[src/rtl/nextpc_pkg.sv]
package nextpc_pkg;

    typedef enum logic [3:0] {
        FLOW_SEQ,
        FLOW_JUMP,
        FLOW_CALL,
        FLOW_JREG,
        FLOW_EQ,
        FLOW_NE,
        FLOW_LTZ,
        FLOW_GEZ,
        FLOW_LEZ,
        FLOW_GTZ
    } flow_kind_t;

    localparam logic [5:0] OPC_SPECIAL = 6'h00;
    localparam logic [5:0] OPC_REGIMM  = 6'h01;
    localparam logic [5:0] OPC_JUMP    = 6'h02;
    localparam logic [5:0] OPC_CALL    = 6'h03;
    localparam logic [5:0] OPC_BEQ     = 6'h04;
    localparam logic [5:0] OPC_BNE     = 6'h05;
    localparam logic [5:0] OPC_BLEZ    = 6'h06;
    localparam logic [5:0] OPC_BGTZ    = 6'h07;
    localparam logic [5:0] FN_JREG     = 6'h08;
    localparam logic [4:0] SUB_LTZ     = 5'd0;
    localparam logic [4:0] SUB_GEZ     = 5'd1;

endpackage

[src/rtl/flow_classifier.sv]
module flow_classifier
    import nextpc_pkg::*;
(
    input  logic [31:0] instr,
    output flow_kind_t  kind
);
    logic [5:0] opc;
    logic [5:0] fn;
    logic [4:0] sub;

    assign opc = instr[31:26];
    assign fn  = instr[5:0];
    assign sub = instr[20:16];

    always_comb begin
        kind = FLOW_SEQ;
        unique case (opc)
            OPC_SPECIAL: kind = (fn == FN_JREG) ? FLOW_JREG : FLOW_SEQ;
            OPC_REGIMM: begin
                if (sub == SUB_LTZ)      kind = FLOW_LTZ;
                else if (sub == SUB_GEZ) kind = FLOW_GEZ;
                else                     kind = FLOW_SEQ;
            end
            OPC_JUMP:   kind = FLOW_JUMP;
            OPC_CALL:   kind = FLOW_CALL;
            OPC_BEQ:    kind = FLOW_EQ;
            OPC_BNE:    kind = FLOW_NE;
            OPC_BLEZ:   kind = (sub == 5'd0) ? FLOW_LEZ : FLOW_SEQ;
            OPC_BGTZ:   kind = (sub == 5'd0) ? FLOW_GTZ : FLOW_SEQ;
            default:    kind = FLOW_SEQ;
        endcase
    end
endmodule

[src/rtl/branch_condition.sv]
module branch_condition
    import nextpc_pkg::*;
#(
    parameter int XLEN = 32
) (
    input  flow_kind_t       kind,
    input  logic [XLEN-1:0]  rs_val,
    input  logic [XLEN-1:0]  rt_val,
    output logic             take
);
    logic same;
    logic neg;
    logic zero;

    assign same = (rs_val == rt_val);
    assign neg  = rs_val[XLEN-1];
    assign zero = (rs_val == '0);

    always_comb begin
        take = 1'b0;
        unique case (kind)
            FLOW_JUMP, FLOW_CALL, FLOW_JREG: take = 1'b1;
            FLOW_EQ:  take = same;
            FLOW_NE:  take = !same;
            FLOW_LTZ: take = neg;
            FLOW_GEZ: take = !neg;
            FLOW_LEZ: take = neg || zero;
            FLOW_GTZ: take = !neg && !zero;
            default:  take = 1'b0;
        endcase
    end
endmodule

[src/rtl/target_builder.sv]
module target_builder #(
    parameter int XLEN = 32
) (
    input  logic [XLEN-1:0] pc_cur,
    input  logic [31:0]     instr,
    output logic [XLEN-1:0] seq_addr,
    output logic [XLEN-1:0] ret_addr,
    output logic [XLEN-1:0] branch_addr,
    output logic [XLEN-1:0] region_addr
);
    localparam int OFS_W    = 16;
    localparam int IDX_W    = 26;
    localparam int LOW_W    = IDX_W + 2;
    localparam int REGION_W = XLEN - LOW_W;
    localparam int EXT_W    = XLEN - OFS_W - 2;

    logic [XLEN-1:0] disp;

    assign seq_addr    = pc_cur + XLEN'(4);
    assign ret_addr    = pc_cur + XLEN'(8);
    assign disp        = {{EXT_W{instr[OFS_W-1]}}, instr[OFS_W-1:0], 2'b00};
    assign branch_addr = seq_addr + disp;
    assign region_addr = {seq_addr[XLEN-1 -: REGION_W], instr[IDX_W-1:0], 2'b00};
endmodule

[src/rtl/next_pc_unit.sv]
module next_pc_unit
    import nextpc_pkg::*;
#(
    parameter int XLEN     = 32,
    parameter int RIDX_W   = 5,
    parameter int LINK_REG = 31
) (
    input  logic [XLEN-1:0]   pc_cur,
    input  logic [31:0]       instr,
    input  logic [XLEN-1:0]   rs_val,
    input  logic [XLEN-1:0]   rt_val,
    output logic [XLEN-1:0]   pc_next,
    output logic              redirect,
    output logic              link_we,
    output logic [RIDX_W-1:0] link_dst,
    output logic [XLEN-1:0]   link_val
);
    flow_kind_t      kind;
    logic            take;
    logic [XLEN-1:0] seq_addr;
    logic [XLEN-1:0] ret_addr;
    logic [XLEN-1:0] branch_addr;
    logic [XLEN-1:0] region_addr;

    flow_classifier u_class (
        .instr (instr),
        .kind  (kind)
    );

    branch_condition #(.XLEN(XLEN)) u_cond (
        .kind   (kind),
        .rs_val (rs_val),
        .rt_val (rt_val),
        .take   (take)
    );

    target_builder #(.XLEN(XLEN)) u_tgt (
        .pc_cur      (pc_cur),
        .instr       (instr),
        .seq_addr    (seq_addr),
        .ret_addr    (ret_addr),
        .branch_addr (branch_addr),
        .region_addr (region_addr)
    );

    always_comb begin
        pc_next = seq_addr;
        unique case (kind)
            FLOW_JUMP, FLOW_CALL: pc_next = region_addr;
            FLOW_JREG:            pc_next = rs_val;
            FLOW_EQ, FLOW_NE, FLOW_LTZ, FLOW_GEZ, FLOW_LEZ, FLOW_GTZ:
                                  pc_next = take ? branch_addr : seq_addr;
            default:              pc_next = seq_addr;
        endcase
    end

    assign redirect = take;
    assign link_we  = (kind == FLOW_CALL);
    assign link_dst = link_we ? RIDX_W'(LINK_REG) : '0;
    assign link_val = ret_addr;
endmodule

[config.mk]
export PLATFORM = sky130hd
export DESIGN_NAME = next_pc_unit
export DESIGN_NICKNAME = d
export VERILOG_FILES = /design/src/rtl/nextpc_pkg.sv /design/src/rtl/flow_classifier.sv /design/src/rtl/branch_condition.sv /design/src/rtl/target_builder.sv /design/src/rtl/next_pc_unit.sv
export SDC_FILE = /design/constraint.sdc
export NUM_CORES = 1
export LEC_CHECK = 0
export BUFFER_PORTS_ARGS = -buffer_cell sky130_fd_sc_hd__clkbuf_2
export CORE_MARGIN = 1.5
export CORE_UTILIZATION = 44
export DETAILED_ROUTE_END_ITERATION = 6
export GPL_ROUTABILITY_DRIVEN = 0
export PLACE_DENSITY = 0.81
export SLEW_MARGIN = 20
export SYNTH_ARGS = -nofsm -noshare
export SYNTH_HDL_FRONTEND = slang
export SYNTH_SLANG_ARGS = --single-unit
[constraint.sdc]
create_clock -name vclk -period 7.5
set_input_delay 2.25 -clock vclk [all_inputs]
set_output_delay 2.25 -clock vclk [all_outputs]
set_load 0.005 [all_outputs]
==> impl_metrics.ini <==
[placement]
hpwl_um = 14100
placedCellCount = 964
dp_slack_ps = -417
numPortBuffers = 199

[timing]
grt_setup_unrepaired = yes
max_freq_mhz = 123
final_hold_viol_count = 0
fin_crit_ps = 8110
min_period_over_period = 1.08
slew_violations = 0
holdWs_ps = 4690
worst_pin_slew_ps = 663
relSlewSlack = 0.558
setup-violations-final = 16
setup_slack_ps = -610

[job]
drv_cap = 0

[status]
outcome = finished with violations
violations = setup timing

[die]
io_pins = 199
die_area_um2 = 9650
core_area_um2 = 8760
start_util = 0.456
die-width_um = 98.3
dieHeight_um = 98.3
placement_rows = 34

[worst_setup_path]
path_max_fanout = 4
crit_required_ps = 5250
crit_arrival_ps = 5860
path_class = input pin to primary output
crit_path_start_kind = input pin
end_kind = primary output

[routing]
dr.pass1.iters = 7
vias_per_cell = 6.52
remaining_drc_errors = 0
drt-total-wl_um = 21600
drt_iter0_markers = 789
wl_per_cell_um = 21.7
num_vias = 6506
ant_nets = 0

[synth]
synth_commonest_cells = nand2_1 (67), xor2_1 (67), xnor2_1 (47)
synth_area_per_cell_um2 = 6.92
ys_seq_area_frac = 0
synth_nets = 742
synthCells = 577
synth_top_cell_by_area = xor2_1
netlist.area_leader.share = 0.147
yosys_warnings = 0
synth.cell_area_um2 = 3990
synth_cell_type_count = 63
synth_area_leaders = xor2_1 (15%), ha_1 (11%), xnor2_1 (10%), nand2_1 (6.3%), a21oi_1 (4.5%)

[global_routing]
antenna_found_initial = 0
grt_overflow = 0
grt_first_pass_wirelength_um = 29400
grt_max_degree = 22
grt.total_usage = 0.367
grt_pass1_vias = 6048

[finish]
seqCellArea_um2 = 0
num-clock-buffers = 0
fill_cells = 564
multiInputGateArea_um2 = 4400
drive_gt1_frac = 0.488
final_nets = 1057
final_cells = 998
antenna_cells = 0
area_growth_pct = 69.2
n_sequential_cell = 0

[worst_hold_path]
min_path_cells = 2
hold_start = pc_cur[1]
hp-class = input pin to primary output
min_to = link_val[1]

[power]
leakagePower_nw = 3.34
powerDensity_nw_per_um2 = 68.5
ir_worst_vdd_uv = 31.5
stage by stage:
step	util	total power (W)	setup TNS (ps)	instance area, µm²
floorplan	-	0.000190	-28.7	4050
global placement	0.668	0.000350	-1530	5850
detailed placement	0.668	0.000362	-2450	5850
CTS	0.718	0.000392	-933	6290
global route	0.771	0.000486	-7230	6760
finish	0.771	0.000462	-4260	6760
where the power goes:
| group | total (W) | switching, W | internal (W) |
|---|---|---|---|
| clock network | 0 | 0 | 0 |
| registers | 0 | 0 | 0 |
| logic | 0.000462 | 0.000247 | 0.000216 |
kinds of logic after synthesis:
group | after synthesis | share of synthesized area
AOI/OAI and AO/OA | 162 | 0.289
xor gates and xnor gates | 114 | 0.250
adders and majority gates | 37 | 0.118
buffers and inverters | 44 | 0.0542
muxes | 5 | 0.0125
and+or+nand+nor | 215 | 0.276
how the worst max path moves through the flow:
stage,endpoint,slack (ps),cells after the start,from
3_3_place_gp,pc_next[29],-280,19,pc_cur[3]
3_5_place_dp,pc_next[29],-420,19,pc_cur[3]
2_1_floorplan,pc_next[25],-30,16,pc_cur[6]
6_report,pc_next[24],-610,18,pc_cur[6]
5_1_grt,pc_next[24],-910,18,pc_cur[6]
4_1_cts,pc_next[25],-160,18,pc_cur[9]
routing by layer:
metal	routed length, µm	track usage	up-vias
met4	2120	0.206	0
met5	0	0	-
met3	2730	0.0852	220
met1	7270	0.417	2905
met2	9510	0.632	606
li1	-	-	2775
worst max-delay path: stages:
cell,delay [ps]
buf_6,70
nand4_1,120
buf_6,170
nor4b_4,330
buf_4,190
nand3_4,140
xnor2_4,250
ha_4,240
a21o_1,180
a211oi_2,390
o21ai_1,160
o211ai_1,220
inv_1,110
or4_1,420
a31o_1,230
o21a_1,120
o21ai_1,120
buf_2,130
area by class of cell:
cell class,instances,area share
inverter,17,0.00944
multi-input combinational,533,0.651
tap,108,0.0200
timing repair buffer,340,0.319
repair_timing:
action | in CTS | in global routing
endpoints found under the hold margin | 0 | 0
hold buffers | 0 | 0
pin swaps | 37 | 42
buffers inserted | 17 | 18
setup endpoints to repair | 16 | 19
resized for setup | 58 | 75
cells in the final DEF, fill, tap and decap left out, drive strengths merged, types with 7 or more instances in the layout:
| cell | n |
|---|---|
| clkbuf | 185 |
| ha | 36 |
| a22oi | 12 |
| nand2 | 67 |
| a21o | 15 |
| nand4 | 10 |
| o21ai | 21 |
| and3 | 9 |
| a21oi | 36 |
| xor2 | 67 |
| buf | 155 |
| nor3 | 11 |
| o211ai | 11 |
| nand3 | 25 |
| inv | 17 |
| a211oi | 9 |
| a221o | 13 |
| and2 | 7 |
| nor2 | 37 |
| xnor2 | 47 |
| o31ai | 11 |
| nor4 | 21 |
(Power assumes the default switching activity.)
